$ cat src/rtl/db_pkg.sv
package db_pkg;

    typedef enum logic [1:0] {
        DB_OFF       = 2'd0,
        DB_KEEP_LOW  = 2'd1,
        DB_KEEP_HIGH = 2'd2,
        DB_FILTER    = 2'd3
    } db_mode_e;

    typedef enum logic [1:0] {
        ST_BYPASS  = 2'd0,
        ST_STEADY  = 2'd1,
        ST_QUALIFY = 2'd2
    } db_state_e;

endpackage

$ cat src/rtl/db_sync.sv
module db_sync #(
    parameter int STAGES = 2
) (
    input  logic clk,
    input  logic rst_n,
    input  logic d_in,
    output logic q_out
);
    logic [STAGES-1:0] chain_q;

    generate
        for (genvar g = 0; g < STAGES; g++) begin : g_stage
            if (g == 0) begin : g_first
                always_ff @(posedge clk or negedge rst_n) begin
                    if (!rst_n) chain_q[0] <= 1'b0;
                    else        chain_q[0] <= d_in;
                end
            end else begin : g_next
                always_ff @(posedge clk or negedge rst_n) begin
                    if (!rst_n) chain_q[g] <= 1'b0;
                    else        chain_q[g] <= chain_q[g-1];
                end
            end
        end
    endgenerate

    assign q_out = chain_q[STAGES-1];
endmodule

$ cat src/rtl/db_prescale.sv
module db_prescale #(
    parameter int UNIT_P0 = 2,
    parameter int UNIT_P1 = 8,
    parameter int UNIT_P2 = 512,
    parameter int UNIT_P3 = 2048
) (
    input  logic       clk,
    input  logic       rst_n,
    input  logic       clr,
    input  logic       rtc_tick,
    input  logic [1:0] sel,
    output logic       unit_tick
);
    localparam int CW = $clog2(UNIT_P3);

    logic [CW-1:0] cnt_q;
    logic [CW-1:0] lim;

    always_comb begin
        unique case (sel)
            2'b00:   lim = CW'(UNIT_P0 - 1);
            2'b01:   lim = CW'(UNIT_P1 - 1);
            2'b10:   lim = CW'(UNIT_P2 - 1);
            default: lim = CW'(UNIT_P3 - 1);
        endcase
    end

    assign unit_tick = rtc_tick && !clr && (cnt_q == lim);

    always_ff @(posedge clk or negedge rst_n) begin
        if (!rst_n)         cnt_q <= '0;
        else if (clr)       cnt_q <= '0;
        else if (rtc_tick)  cnt_q <= (cnt_q == lim) ? '0 : cnt_q + 1'b1;
    end
endmodule

$ cat src/rtl/db_fsm.sv
module db_fsm
    import db_pkg::*;
#(
    parameter int CNT_W = 4
) (
    input  logic             clk,
    input  logic             rst_n,
    input  logic             sync_lvl,
    input  logic             unit_tick,
    input  logic [1:0]       mode,
    input  logic [1:0]       unit_sel,
    input  logic [CNT_W-1:0] count,
    output logic             tmr_clr,
    output logic             filt
);
    localparam int CFG_W = 4 + CNT_W;

    db_state_e        state_q, state_d;
    logic             filt_d;
    logic [CNT_W-1:0] units_q;
    logic [CFG_W-1:0] cfg_q;
    logic             cfg_chg;
    logic [CNT_W-1:0] tgt_m1;
    logic             rising;
    logic             pass;
    logic             done;
    db_mode_e         md;

    assign md      = db_mode_e'(mode);
    assign cfg_chg = (cfg_q != {mode, unit_sel, count});
    assign tmr_clr = (state_q != ST_QUALIFY) || cfg_chg;
    assign tgt_m1  = (count == '0) ? '0 : count - 1'b1;
    assign rising  = sync_lvl && !filt;
    assign pass    = (md == DB_KEEP_LOW && !rising) || (md == DB_KEEP_HIGH && rising);
    assign done    = unit_tick && (units_q == tgt_m1);

    // next state and next output level
    always_comb begin
        state_d = state_q;
        filt_d  = filt;
        unique case (state_q)
            ST_BYPASS: begin
                filt_d = sync_lvl;
                if (md != DB_OFF) state_d = ST_STEADY;
            end
            ST_STEADY: begin
                if (md == DB_OFF) begin
                    state_d = ST_BYPASS;
                    filt_d  = sync_lvl;
                end else if (sync_lvl != filt) begin
                    if (pass) filt_d  = sync_lvl;
                    else      state_d = ST_QUALIFY;
                end
            end
            ST_QUALIFY: begin
                if (md == DB_OFF) begin
                    state_d = ST_BYPASS;
                    filt_d  = sync_lvl;
                end else if (sync_lvl == filt) begin
                    state_d = ST_STEADY;
                end else if (pass || done) begin
                    state_d = ST_STEADY;
                    filt_d  = sync_lvl;
                end
            end
            default: state_d = ST_STEADY;
        endcase
    end

    // state register
    always_ff @(posedge clk or negedge rst_n) begin
        if (!rst_n) state_q <= ST_STEADY;
        else        state_q <= state_d;
    end

    // output and counting registers
    always_ff @(posedge clk or negedge rst_n) begin
        if (!rst_n) begin
            filt    <= 1'b0;
            units_q <= '0;
            cfg_q   <= '0;
        end else begin
            filt  <= filt_d;
            cfg_q <= {mode, unit_sel, count};
            if (tmr_clr)        units_q <= '0;
            else if (unit_tick) units_q <= units_q + 1'b1;
        end
    end
endmodule

$ cat src/rtl/pin_debounce.sv
module pin_debounce #(
    parameter int SYNC_STAGES = 2,
    parameter int CNT_W       = 4,
    parameter int UNIT_P0     = 2,
    parameter int UNIT_P1     = 8,
    parameter int UNIT_P2     = 512,
    parameter int UNIT_P3     = 2048
) (
    input  logic             clk,
    input  logic             rst_n,
    input  logic             rtc_tick,
    input  logic             pin_raw,
    input  logic [1:0]       cfg_mode,
    input  logic             cfg_unit_large,
    input  logic             cfg_unit_out,
    input  logic [CNT_W-1:0] cfg_count,
    output logic             pin_filt
);
    logic sync_lvl;
    logic unit_tick;
    logic tmr_clr;

    db_sync #(.STAGES(SYNC_STAGES)) u_sync (
        .clk   (clk),
        .rst_n (rst_n),
        .d_in  (pin_raw),
        .q_out (sync_lvl)
    );

    db_prescale #(
        .UNIT_P0(UNIT_P0), .UNIT_P1(UNIT_P1),
        .UNIT_P2(UNIT_P2), .UNIT_P3(UNIT_P3)
    ) u_pre (
        .clk       (clk),
        .rst_n     (rst_n),
        .clr       (tmr_clr),
        .rtc_tick  (rtc_tick),
        .sel       ({cfg_unit_large, cfg_unit_out}),
        .unit_tick (unit_tick)
    );

    db_fsm #(.CNT_W(CNT_W)) u_fsm (
        .clk       (clk),
        .rst_n     (rst_n),
        .sync_lvl  (sync_lvl),
        .unit_tick (unit_tick),
        .mode      (cfg_mode),
        .unit_sel  ({cfg_unit_large, cfg_unit_out}),
        .count     (cfg_count),
        .tmr_clr   (tmr_clr),
        .filt      (pin_filt)
    );
endmodule

$ cat config.mk
export PLATFORM = sky130hd
export DESIGN_NAME = pin_debounce
export DESIGN_NICKNAME = d
export VERILOG_FILES = /design/src/rtl/db_pkg.sv /design/src/rtl/db_sync.sv /design/src/rtl/db_prescale.sv /design/src/rtl/db_fsm.sv /design/src/rtl/pin_debounce.sv
export SDC_FILE = /design/constraint.sdc
export NUM_CORES = 1
export LEC_CHECK = 0
export BUFFER_PORTS_ARGS = -buffer_cell sky130_fd_sc_hd__buf_2
export CAP_MARGIN = 20
export CORE_ASPECT_RATIO = 0.9
export CORE_MARGIN = 8
export CORE_UTILIZATION = 51
export DETAILED_ROUTE_END_ITERATION = 7
export GPL_ROUTABILITY_DRIVEN = 0
export HOLD_SLACK_MARGIN = 0.1
export PLACE_DENSITY = 0.73
export SETUP_SLACK_MARGIN = 0.02
export SLEW_MARGIN = 20
export SYNTH_ARGS = -nofsm -noshare
export SYNTH_HDL_FRONTEND = slang
export SYNTH_SLANG_ARGS = --single-unit
$ cat constraint.sdc
create_clock -name clk -period 2.8 [get_ports clk]
set_clock_uncertainty 0.05 [all_clocks]
set_input_delay 0.42 -clock clk [delete_from_list [all_inputs] [get_ports clk]]
set_output_delay 0.42 -clock clk [all_outputs]
set_load 0.02 [all_outputs]
==> results.md, run 1 <==
Run status:
- The flow ran to the end, and the final reports show no timing, DRC or antenna violations.

Cells and area:
- The fraction of final layout cells sized beyond drive strength 1 is 0.1256.
- The sequential cell area in the final layout is around 700 um^2.
- The number of non-filler instances in the completed layout is between 200 and 250.
- The filler cells instantiated in the layout total between 300 and 400.
- The synthesis-to-layout area growth is 7.447%.
- The multi-input combinational cell area is 970.9 um^2.
- The repair_antennas step left the layout with diodes totalling 0.
- The net total in the final layout is 219.

Clock tree:
- Clock-pin slew was measured on the worst setup and hold paths at ~0.09 ns.
- After clock tree synthesis, the setup repair step added 0 buffers.
- TritonCTS built the clock tree.
- The maximum buffer depth of the clock tree is 2.
- The number of hold-repair buffers added at the cts stage is 0.
- CTS built an H-tree with a depth of 1.
- In this run, post-CTS repair resized a total of 0 instances.
- CTS saw 28 sinks.
- The number of buffers inserted during clock tree synthesis is 3.
- The root buffer cell is clkbuf_8.
- The clock insertion delay at the later pin of the skew report is ~0.27 ns.

Timing:
- The final hold violation count is 0.
- The part of the cycle the worst path needs is 0.7906.
- Setup repair after global routing left no endpoint under its margin.
- The setup-violating endpoint count in the final report is 0.
- At the pin with the least slew margin, the transition time is between 0.6 and 0.7 ns.
- After layout, the minimum clock period comes to ~2.2 ns.
- The achievable frequency is 451.7 MHz.
- The number of max-slew violations in the final report came to 0.
- In the final timing run, aggregate negative setup slack is 0 ns.
- Headroom to the max-slew limit came out at 0.5823.

GRT:
- The final global-route overflow total is 0.
- The first-pass GRT wire length is a little over 6000 um.
- The via count of the first global-routing pass is 1412.
- The initial antenna violation count is 0.
- The largest net degree at the start of global routing is 29.
- The global-route usage over all layers is 0.1320.

Critical path:
- Of all nets on the critical path, the largest fanout is 4.
- For the worst setup path, the data required time is just under 3 ns.
- The worst setup path is captured at a flip-flop.
- The arrival time of the worst setup path is 2.32 ns.
- STA classifies the critical path startpoint as a flip-flop.
- The worst-case register-to-register setup slack is a little under 0.6 ns.
- The start-to-end type of the worst setup path is reg -> reg.

Synthesis:
- Of the synthesized area, sequential elements account for 0.4056.
- The number of cells produced by synthesis is between 150 and 200.
- The most used flip-flop cell after synthesis is dfrtp_1.
- The area of the mapped netlist is around 1700 um^2.
- For this run, asynchronously set or reset flops after synthesis account for 1.000.
- In this run, synthesis inferred 0 flip-flops with an integrated enable.
- The number of distinct library cells after synthesis is 44.
- Synthesis produced a netlist with a net count of 210.
- Yosys printed 0 warnings.
- The mean post-synth cell area is between 9 and 10 um^2.
- In this run, synthesis produced a sequential element count of 28.

Power:
- The power density over the cells is a little over 500 nW/um^2.
- The worst voltage drop across the vdd grid is slightly above 0.2 mV.
- The static leakage is approximately 0.00075 uW.

Place:
- The post-placement cell count is around 240.
- The half-perimeter wire length of the detailed placement result is about 2500 um.
- The number of buffers inserted by port buffering is 12.

Die:
- The area of the placeable core is between 3000 and 4000 um^2.
- During I/O placement, the number of pins put on the boundary was 13.
- The die boundary width is between 70 and 80 um.
- The die is between 70 and 80 um tall.
- The starting density of the core is 0.5239.
- The floorplan step defined a die boundary enclosing around 5500 um^2.
- In this run the core area contains 20 standard-cell rows.

Detailed routing:
- The detail-routed via count per cell is around 5.7.
- The first-pass iteration count of the detailed router is 4.
- The detailed-route wire length per cell is roughly 14 um.
- The count of nets left with antenna violations once routing finished came out at 0.
- For this block, the routed nets add up to approximately 3300 um of wire.
- The initial DRC count is 57.
- The vias after detailed routing is between 1000 and 1500.
- The remaining design rule violation count is 0.

Worst hold path:
- The tightest min-delay check is of the in -> async type.

Flow run:
- Max-cap violations in this run came to 0.
-- worst max-delay path, cell delays in order, from the launching register on --
cell and delay [ns]:
dfrtp_1 0.43, or4_1 0.51, o22a_1 0.22, a211o_1 0.33, nor4_4 0.31, or3_2 0.17
nand4_1 0.08
-- registers in the layout, indices dropped and copies added (netlist names) --
signal,cells
u_fsm.state_q,2
u_fsm.filt,1
u_fsm.cfg_q,8
u_sync.q_out,1
u_sync.chain_q,1
u_pre.cnt_q,11
u_fsm.units_q,4
-- cells in the final DEF, fill, tap and decap left out, types with 2 or more instances in the layout --
cell      synthesis  routed
nand2b_1          3       3
nor3_1            7       7
clkbuf_8          0       3
buf_2             1      12
xor2_1            6       6
nand3b_1          5       5
or4_1             3       3
and3_1            5       5
a22oi_1           2       2
a21oi_1          12      12
nor2b_1           4       4
a211o_1           2       2
or3_1             2       2
o21ai_0          10      10
inv_1             5       5
nand4_1           4       4
xnor2_1          11      11
dfrtp_1          27      27
nand2_1          15      15
nand3_1          13      13
nor2_1           18      18
ha_1              7       7
-- metrics by stage --
step	hold WS [ns]	util	setup WS (ns)	power [uW]	instance area [um^2]
finish	0.1016	0.5629	0.5862	963.6	1859
global route	0.1563	0.5629	0.4391	1031	1859
CTS	0.1301	0.5629	0.5812	973.9	1859
detailed placement	0.2865	0.5492	0.4165	750.9	1814
global placement	0.2854	0.5492	0.4630	732.2	1814
floorplan	0.07441	-	0.6437	675.8	1730
-- cells in the mapped netlist, types with 6 or more instances --
library cell / count / area [um^2]
a21oi_1: 12 / 60.06
clkbuf_1: 7 / 26.28
dfrtp_1: 27 / 675.7
ha_1: 7 / 87.58
nand2_1: 15 / 56.30
nand3_1: 13 / 65.06
nor2_1: 18 / 67.56
nor3_1: 7 / 35.03
o21ai_0: 10 / 50.05
xnor2_1: 11 / 96.34
xor2_1: 6 / 52.55
-- cell families (layout without fill, tap and decap cells) --
| logic type | Yosys count | count (layout) | synth area share |
|---|---|---|---|
| and+or+nand+nor | 85 | 85 | 0.2646 |
| AOI/OAI and AO/OA | 38 | 38 | 0.1475 |
| buffers and inverters | 14 | 22 | 0.03326 |
| DFF | 28 | 28 | 0.4056 |
| xor gates and xnor gates | 17 | 17 | 0.08604 |
| muxes | 2 | 2 | 0.01229 |
| adders and majority gates | 7 | 7 | 0.05061 |
-- final cells by class --
type	instances	share of cell area
inverters	5	0.01009
repair buffers	13	0.03634
well taps	44	0.02961
clock buffers	4	0.02423
multi-input cells	149	0.5222
flip-flops and latches	28	0.3775
-- metal layers --
layer | vias to the layer above | share of wire | GRT usage
met1 | 679 | 0.46 | 0.1541
met4 | 0 | 0.016 | 0.05649
met5 | - | 0 | 0
met2 | 18 | 0.49 | 0.2308
li1 | 689 | - | -
met3 | 5 | 0.034 | 0.02500
-- power by group --
part           leakage (uW)  internal [uW]  switching (uW)
Sequential         0.000362            437            20.9
Clock             0.0000228            102             120
Combinational      0.000369            120             164
Total              0.000754            659             305
-- worst paths after layout --
kind                            cells after the start               from           endpoint
worst max-delay path                                6     u_pre.cnt_q[7]         u_fsm.filt
worst min-delay path                                1              rst_n   u_fsm.units_q[1]
worst max register to register                      6     u_pre.cnt_q[7]         u_fsm.filt
worst min register to register                      0  u_sync.chain_q[0]       u_sync.q_out
max in group asynchronous                           1              rst_n  u_sync.chain_q[0]
min in group clk                                    1            pin_raw  u_sync.chain_q[0]
(Power assumes the default switching activity.)
==> run 2, diff against run 1 <==
--- a/config.mk
+++ b/config.mk
@@ -5,6 +5,7 @@
 export SDC_FILE = /design/constraint.sdc
 export NUM_CORES = 1
 export LEC_CHECK = 0
+export ABC_AREA = 1
 export BUFFER_PORTS_ARGS = -buffer_cell sky130_fd_sc_hd__buf_2
 export CAP_MARGIN = 20
 export CORE_ASPECT_RATIO = 0.9
==> constraint.sdc (replaced) <==
create_clock -name clk -period 2.1 [get_ports clk]
set_clock_uncertainty 0.05 [all_clocks]
set_input_delay 0.315 -clock clk [delete_from_list [all_inputs] [get_ports clk]]
set_output_delay 0.315 -clock clk [all_outputs]
set_load 0.02 [all_outputs]
==> results.md, run 2 <==
Run status:
- The run finished with clean final reports.

Detailed routing:
- The detailed-route wire length per cell is 11.29 um (-18%).
- The wire length after detailed routing is 3748 um (+12%).
- The number of nets with antenna violations after routing is 0 (unchanged).
- The detail-routed via count per cell came to 4.979 (-13%).
- The remaining design rule violation count came to 0 (unchanged).
- The vias after detailed routing is 1653 (+19%).
- The first-pass iteration count of the detailed router is 4 (unchanged).
- The initial DRC count was 86 (+51%).

Clock tree:
- The root buffer cell chosen for the clock tree is clkbuf_8.
- The deepest level of the CTS H-tree was 1 (unchanged).
- The clock edge transition at the registers on the reported setup and hold paths is 0.09 ns (about the same).
- The clock sink count is 28 (unchanged).
- The maximum buffer depth of the clock tree was 2 (unchanged).
- The number of buffers inserted during clock tree synthesis is 3 (unchanged).
- The clock insertion delay at the later pin of the skew report was 0.28 ns (about the same).
- The TritonCTS clock tree is yes.

Timing:
- The final critical delay including setup and external delays came to 1.812 ns (-0.4018 ns).
- Setup repair after global routing left no endpoint under its margin.
- The final hold violation count is 0 (unchanged).
- The achievable frequency is 551.9 MHz (+22%).
- The final total negative setup slack is 0 ns (unchanged).
- The number of max-slew violations in the final report is 0 (unchanged).
- The worst-margin pin slew is 0.6456 ns (+0.01904 ns).
- The part of the cycle the worst path needs was 0.8629 (+0.07223).
- The relative slew slack was 0.5696 (-0.01269).
- The setup-violating endpoint count in the final report is 0 (unchanged).

GRT:
- The final global-route overflow total came to 0 (unchanged).
- The via count of the first global-routing pass is 1559 (+10%).
- The global-route usage over all layers came to 0.1350 (+0.003021).
- The first-pass GRT wire length is 6589 um (+8.4%).
- The initial antenna violation count is 0 (unchanged).
- The largest net degree at the start of global routing came to 29 (unchanged).

Critical path:
- The arrival time of the worst setup path is 1.93 ns (-0.39 ns).
- The top cell family by delay on the critical path is simple AND/OR/NAND/NOR gates.
- The sum of buffers and inverters on the critical path is 3 (+3).
- The nature of the critical path startpoint is a flip-flop.
- In this run the critical register-to-register path is launched from u_fsm.state_q[0].
- For this design, the slowest cell found on the critical path is dfstp_2.
- Traced cell by cell, the critical path runs through inv_1 -> ha_1 -> inv_1 -> nor2_2 -> nand4_2 -> nor3_4 -> nand2_2 -> clkinv_1 -> nor2_2 -> nand2_1 -> o21ai_1.
- The maximum fanout along the worst path is 5 (+1).
- The longest individual stage delay on the worst path was 0.39 ns (-0.12 ns).
- STA classifies the critical path endpoint as a flip-flop.
- The critical path starts at u_fsm.state_q[0].
- The required time of the worst setup path is 2.21 ns (-0.70 ns).
- The worst setup path is of the reg -> reg kind.

Synthesis:
- The largest total area in the synthesized netlist belongs to dfrtp_1.
- Yosys attributes the largest share of cell area to dfrtp_1 (35%), nand2_1 (17%), inv_1 (7.0%).
- Among all cell types in the netlist, the one instantiated most often is nand2_1.
- The simple-gate share of the synthesized area is 0.3649 (+0.1002).
- The mean post-synth cell area was 7.126 um^2 (-21%).
- By area, the combinational part of the netlist is dominated by simple AND/OR/NAND/NOR gates.
- The proportion of synthesized area in mux cells was 0 (-0.01229).
- Among all flip-flop cells after synthesis, the most frequent one is dfrtp_1.
- The synthesized-area fraction occupied by ao, oa, aoi and oai cells was 0.09595 (-0.05155).
- The number of synthesized register bits was 28 (unchanged).
- The number of cells produced by synthesis is 269 (+41%).
- The sequential-to-total area share from yosys stat is 0.3662 (-0.03945).
- The fraction of synthesis flops using an asynchronous set or reset pin is 1.000 (unchanged).
- The number of distinct library cells after synthesis is 31 (-30%).
- The post-synthesis adder-cell area fraction came to 0.04569 (-0.004923).
- The XOR/XNOR share of the synthesized area came to 0.03655 (-0.04949).
- The net count of the mapped netlist came to 288 (+37%).
- The area of the mapped netlist is 1917 um^2 (+11%).
- The count of flip-flops with a built-in enable after synthesis came to 0 (unchanged).
- The Yosys warning count is 0 (unchanged).
- The area share of the largest cell type after synthesis came to 0.3525 (-0.03798).
- By count the netlist is led by nand2_1 (88), inv_1 (36), dfrtp_1 (27), nor2_1 (27), nand3_1 (18).

Cells and area:
- The net total in the final layout is 306 (+40%).
- The synthesis-to-layout area growth is 9.465%.
- The count of antenna diodes in the layout is 0 (unchanged).
- The top cell types in the final layout, fill and taps aside, are nand2_1 (88), inv_1 (36), nor2_1 (27), dfrtp_1 (27), nand3_1 (18).
- The number of flip-flops in the largest register is 11 (unchanged).
- The most common cell after layout, fill and taps aside is nand2_1.
- The largest registers in the layout are u_pre.cnt_q (11), u_fsm.cfg_q (8), u_fsm.units_q (4).
- The fraction of final layout cells sized beyond drive strength 1 is 0.1469 (+0.02123).
- The number of non-filler instances in the completed layout is 332 (+37%).
- More flip-flops sit in one register than any other, and that register is u_pre.cnt_q.
- The final cell utilization of the core is 0.5745 (+0.01163).

Power:
- The static leakage is 0.001071 uW (+42%).
- The worst voltage drop across the vdd grid is 0.4948 mV (+150%).
- The switching power total is 410.5 uW (+35%).
- The power density over the cells is 614.7 nW/um^2 (+19%).
- The cell-internal power is 879.2 uW (+33%).
- The clock network fraction of total power is 0.257 (+0.027).
- The switching share of power is 0.3183 (+0.002227).
- The sequential fraction of design power is 0.475 (about the same).
- The share of power burned in combinational logic is 0.268 (-0.027).

Place:
- The number of buffers inserted by port buffering came to 12 (unchanged).
- The post-placement cell count is 326 (+36%).
- The half-perimeter wire length of the detailed placement result was 2899 um (+15%).

Die:
- The area of the placeable core was 3652 um^2 (+11%).
- The vertical die dimension was 74.16 um (+4.1%).
- The row count came to 21 (+5.0%).
- The floorplan die area came to 5979 um^2 (+8.4%).
- The number of placed I/O pins came to 13 (unchanged).
- The die boundary width is 80.62 um (+4.2%).
- The starting density of the core is 0.5248 (+0.0009734).

Worst hold path:
- The type of the tightest min-delay check is in -> reg.
- The startpoint identified for the worst hold timing path is cfg_mode[0].

Flow run:
- The max-capacitance violation count came to 0 (unchanged).
run 2: cell types whose count changed after synthesis, sizes merged, moves of 4 or more:
cell    previous run  this run
clkbuf             7         0
a21oi             12         6
inv                5        41
xnor2             11         2
nor2b              4         0
nand2             16        92
nand3             13        18
nor2              18        33
nor3               7         2
o21ai             10        18
and3               5         0
run 2: worst paths after layout:
kind	slack, ns	end	cells after the start
min in group asynchronous	0.54	u_pre.cnt_q[10]	2
min	0.14	u_fsm.cfg_q[6]	1
max in group asynchronous	1.04	u_fsm.units_q[1]	2
max reg2reg	0.29	u_fsm.units_q[0]	11
max	0.29	u_fsm.units_q[0]	11
min reg2reg	0.31	u_sync.q_out	0
run 2: stage by stage:
stage	area [um^2]	hold WS [ns]	setup slack, ns	power (uW)
after floorplan	1917	-0.03059	0.4578	872.9
after global placement	2023	0.2844	0.3458	960.8
after detailed placement	2023	0.2911	0.2790	966.9
after CTS	2098	0.1282	0.2719	1312
after global routing	2098	0.1365	0.09656	1396
final	2098	0.1364	0.2880	1290
run 2: metal layers:
layer	vias up	share of wire	track usage
li1	874	-	-
met1	749	0.51	0.1795
met2	23	0.44	0.2126
met3	7	0.030	0.02536
met4	0	0.017	0.04839
met5	-	0	0
run 2: power groups by stage:
stage	clock (uW)	combinational (uW)	sequential (uW)
2_1_floorplan	0	242	631
3_3_place_gp	0	340	620
3_5_place_dp	0	345	622
4_1_cts	351	349	611
5_1_grt	370	407	619
6_report	332	346	612
run 2: kinds of logic (layout without fill, tap and decap cells):
logic type / Yosys count / count (layout)
compound gates: 29 / 29
xor+xnor: 8 / 8
fa+ha+maj: 7 / 7
buf+inv: 43 / 60
flops: 28 / 28
simple gates: 154 / 154
run 2: layout make-up:
cell class | instances | area, um^2
clock buffer | 4 | 55.05
multi-input combinational | 198 | 1041
sequential | 28 | 701.9
tap | 46 | 57.56
fill | 344 | 1554
timing repair buffer | 14 | 80.08
inverter | 42 | 162.7
run 2: what timing repair did:
item / 4_1_cts / 5_1_grt
setup endpoints to repair: 0 / 0
endpoints found under the hold margin: 28 / 0
hold buffers: 2 / 0
gates resized for setup: 0 / 0
buffers inserted: 0 / 0
==> run 3, diff against run 2 <==
--- a/config.mk
+++ b/config.mk
@@ -8,13 +8,12 @@
 export ABC_AREA = 1
 export BUFFER_PORTS_ARGS = -buffer_cell sky130_fd_sc_hd__buf_2
 export CAP_MARGIN = 20
-export CORE_ASPECT_RATIO = 0.9
 export CORE_MARGIN = 8
 export CORE_UTILIZATION = 51
 export DETAILED_ROUTE_END_ITERATION = 7
 export GPL_ROUTABILITY_DRIVEN = 0
 export HOLD_SLACK_MARGIN = 0.1
-export PLACE_DENSITY = 0.73
+export PLACE_DENSITY = 0.69
 export SETUP_SLACK_MARGIN = 0.02
 export SLEW_MARGIN = 20
 export SYNTH_ARGS = -nofsm -noshare
==> results.md, run 3 (same netlist as run 2, synthesis figures left out) <==
Die:
- The vertical die dimension is 77.31 um (+4.2%).
- The starting density of the core was 0.5275 (+0.002711).
- The floorplan die area is 5976 um^2 (about the same).
- The row count was 22 (+4.8%).
- The area of the placeable core is 3633 um^2 (-0.51%).
- The die boundary width is 77.31 um (-4.1%).
- The number of placed I/O pins came to 13 (unchanged).

Timing:
- The worst-margin pin slew is 0.6250 ns (-0.02065 ns).
- The final total negative setup slack is 0 ns (unchanged).
- The relative slew slack is 0.5833 (+0.01376).
- The final hold violation count was 0 (unchanged).
- The part of the cycle the worst path needs came to 0.8568 (-0.006061).
- The number of max-slew violations in the final report is 0 (unchanged).
- The achievable frequency was 555.8 MHz (+0.71%).
- The final critical delay including setup and external delays is 1.799 ns (-0.01273 ns).
- Setup repair after global routing left no endpoint under its margin.
- The setup-violating endpoint count in the final report is 0 (unchanged).
- The smallest hold slack was 0.1364 ns (-0.00003600 ns).

Detailed routing:
- The detail-routed via count per cell is 4.889 (-1.8%).
- The initial DRC count is 87 (+1.2%).
- The first-pass iteration count of the detailed router is 4 (unchanged).
- The wire length after detailed routing is 3663 um (-2.3%).
- The detailed-route wire length per cell came to 10.97 um (-2.9%).
- The number of nets with antenna violations after routing is 0 (unchanged).
- The remaining design rule violation count is 0 (unchanged).
- The vias after detailed routing was 1633 (-1.2%).

Cells and area:
- Relative to the synthesized area, the layout overhead comes to 9.073%.
- The final cell utilization of the core is 0.5754 (+0.0009010).
- The number of filler instances in the final layout is 363 (+5.5%).
- The most common cell after layout, fill and taps aside is nand2_1.
- The net total in the final layout is 306 (unchanged).
- The number of flip-flops in the largest register is 11 (unchanged).
- Leaving out fill and tap cells, the most frequent cells in the layout are nand2_1 (88), inv_1 (36), nor2_1 (27), dfrtp_1 (27), nand3_1 (18).
- The fraction of final layout cells sized beyond drive strength 1 is 0.1434 (-0.003497).
- The largest register by flop count is u_pre.cnt_q.
- The count of antenna diodes in the layout was 0 (unchanged).
- The largest registers in the layout are u_pre.cnt_q (11), u_fsm.cfg_q (8), u_fsm.units_q (4).

Clock tree:
- The number of buffers inserted during clock tree synthesis is 3 (unchanged).
- The clock sink count is 28 (unchanged).
- The deepest level of the CTS H-tree was 1 (unchanged).
- The TritonCTS clock tree is yes.
- The clock insertion delay at the later pin of the skew report is 0.28 ns (about the same).
- The root buffer cell is clkbuf_8.
- The buffers inserted during post-CTS setup optimization is 0 (unchanged).
- The maximum buffer depth of the clock tree is 2 (unchanged).
- The clock edge transition at the registers on the reported setup and hold paths came to 0.10 ns (about the same).

Critical path:
- The required time of the worst setup path is 2.28 ns (+0.07 ns).
- The arrival time of the worst setup path is 1.98 ns (+0.05 ns).
- The cell depth of the worst setup path is 10 (-1).
- The slowest stage of the critical path belongs to the cell dfstp_2.
- The start-to-end type of the worst setup path is reg -> reg.
- The startpoint of the most critical setup path is u_fsm.state_q[0].
- The startpoint identified for the worst register-to-register timing path is u_fsm.state_q[0].
- On the critical path the largest part of the delay comes from simple AND/OR/NAND/NOR gates.
- STA classifies the critical path endpoint as a flip-flop.
- The sum of buffers and inverters on the critical path is 3 (unchanged).
- The maximum fanout along the worst path is 10 (+5).
- The longest individual stage delay on the worst path is 0.39 ns (about the same).
- The cell seen most often among critical-path stages is inv_1.
- Traced cell by cell, the critical path runs through inv_1 -> ha_1 -> inv_1 -> nor2_2 -> nand4_2 -> nor3_4 -> nand2_4 -> o21ai_1 -> nand2_1 -> inv_1.
- STA classifies the critical path startpoint as a flip-flop.
- The depth of the worst register-to-register path is 10 (-1).

Flow run:
- The max-capacitance violation count came to 0 (unchanged).

GRT:
- The global-route usage over all layers is 0.1343 (-0.0007240).
- The first-pass GRT wire length is 6872 um (+4.3%).
- The final global-route overflow total is 0 (unchanged).
- The initial antenna violation count was 0 (unchanged).
- The largest net degree at the start of global routing is 29 (unchanged).
- The via count of the first global-routing pass is 1602 (+2.8%).

Place:
- The number of buffers inserted by port buffering is 12 (unchanged).
- The half-perimeter wire length of the detailed placement result is 2924 um (+0.89%).

Run status:
- The run finished with clean final reports.

Worst hold path:
- The worst hold path belongs to the class in -> reg.
- The critical hold path startpoint is cfg_mode[0].
- The cell count of the worst hold path came to 1 (unchanged).

Power:
- The power density over the cells is 597.2 nW/um^2 (-2.8%).
- The static leakage was 0.001065 uW (-0.56%).
- The worst voltage drop across the vdd grid came to 0.2674 mV (-46%).
## run 3: cell count changes in the layout (fill, tap and decap cells not counted)
cell	previous run	this run
clkbuf_8	4	3
clkbuf_1	0	1
## run 3: area by class of cell
class	instances	area (um^2)	area share
Tap cell	48	60.06	0.02873
Multi-Input combinational cell	198	1041	0.4979
Sequential cell	28	701.9	0.3357
Clock buffer	4	45.04	0.02154
Timing Repair Buffer	14	80.08	0.03830
Inverter	42	162.7	0.07780
## run 3: power breakdown
part | total, uW | switching (uW) | internal [uW] | leakage, uW
Clock | 299 | 163 | 136 | 0.0000228
Combinational | 337 | 211 | 126 | 0.000680
Sequential | 612 | 28.0 | 584 | 0.000362
## run 3: repair_timing
action,4_1_cts,5_1_grt
endpoints found under the hold margin,28,0
hold buffers,2,0
gates resized for setup,0,0
## run 3: stage by stage
stage | instance area (um^2) | total power [uW] | std cells | worst slack, ns
6_report | 2091 | 1249 | 334 | 0.3007
5_1_grt | 2091 | 1347 | 334 | 0.1343
4_1_cts | 2091 | 1267 | 334 | 0.2641
3_5_place_dp | 2026 | 961.6 | 328 | 0.2781
3_3_place_gp | 2026 | 959.3 | 328 | 0.3303
2_1_floorplan | 1917 | 872.9 | 269 | 0.4578
## run 3: worst paths after layout
| kind | end | slack (ns) |
|---|---|---|
| hold / removal | u_fsm.cfg_q[6] | 0.14 |
| min in group asynchronous | u_pre.cnt_q[9] | 0.52 |
| setup / recovery | u_pre.cnt_q[4] | 0.30 |
| setup reg to reg | u_pre.cnt_q[4] | 0.30 |
| hold reg to reg | u_sync.q_out | 0.31 |
| max in group asynchronous | u_fsm.cfg_q[7] | 1.05 |
## run 3: routing by layer
metal  vias up  share of wire  global-route usage  wire length [um]
met2         9           0.49              0.2258              1804
met5         -              0                   0                 0
li1        878              -                   -                 -
met3         4          0.018             0.02331                65
met1       742           0.48              0.1694              1752
met4         0          0.011             0.04340                42
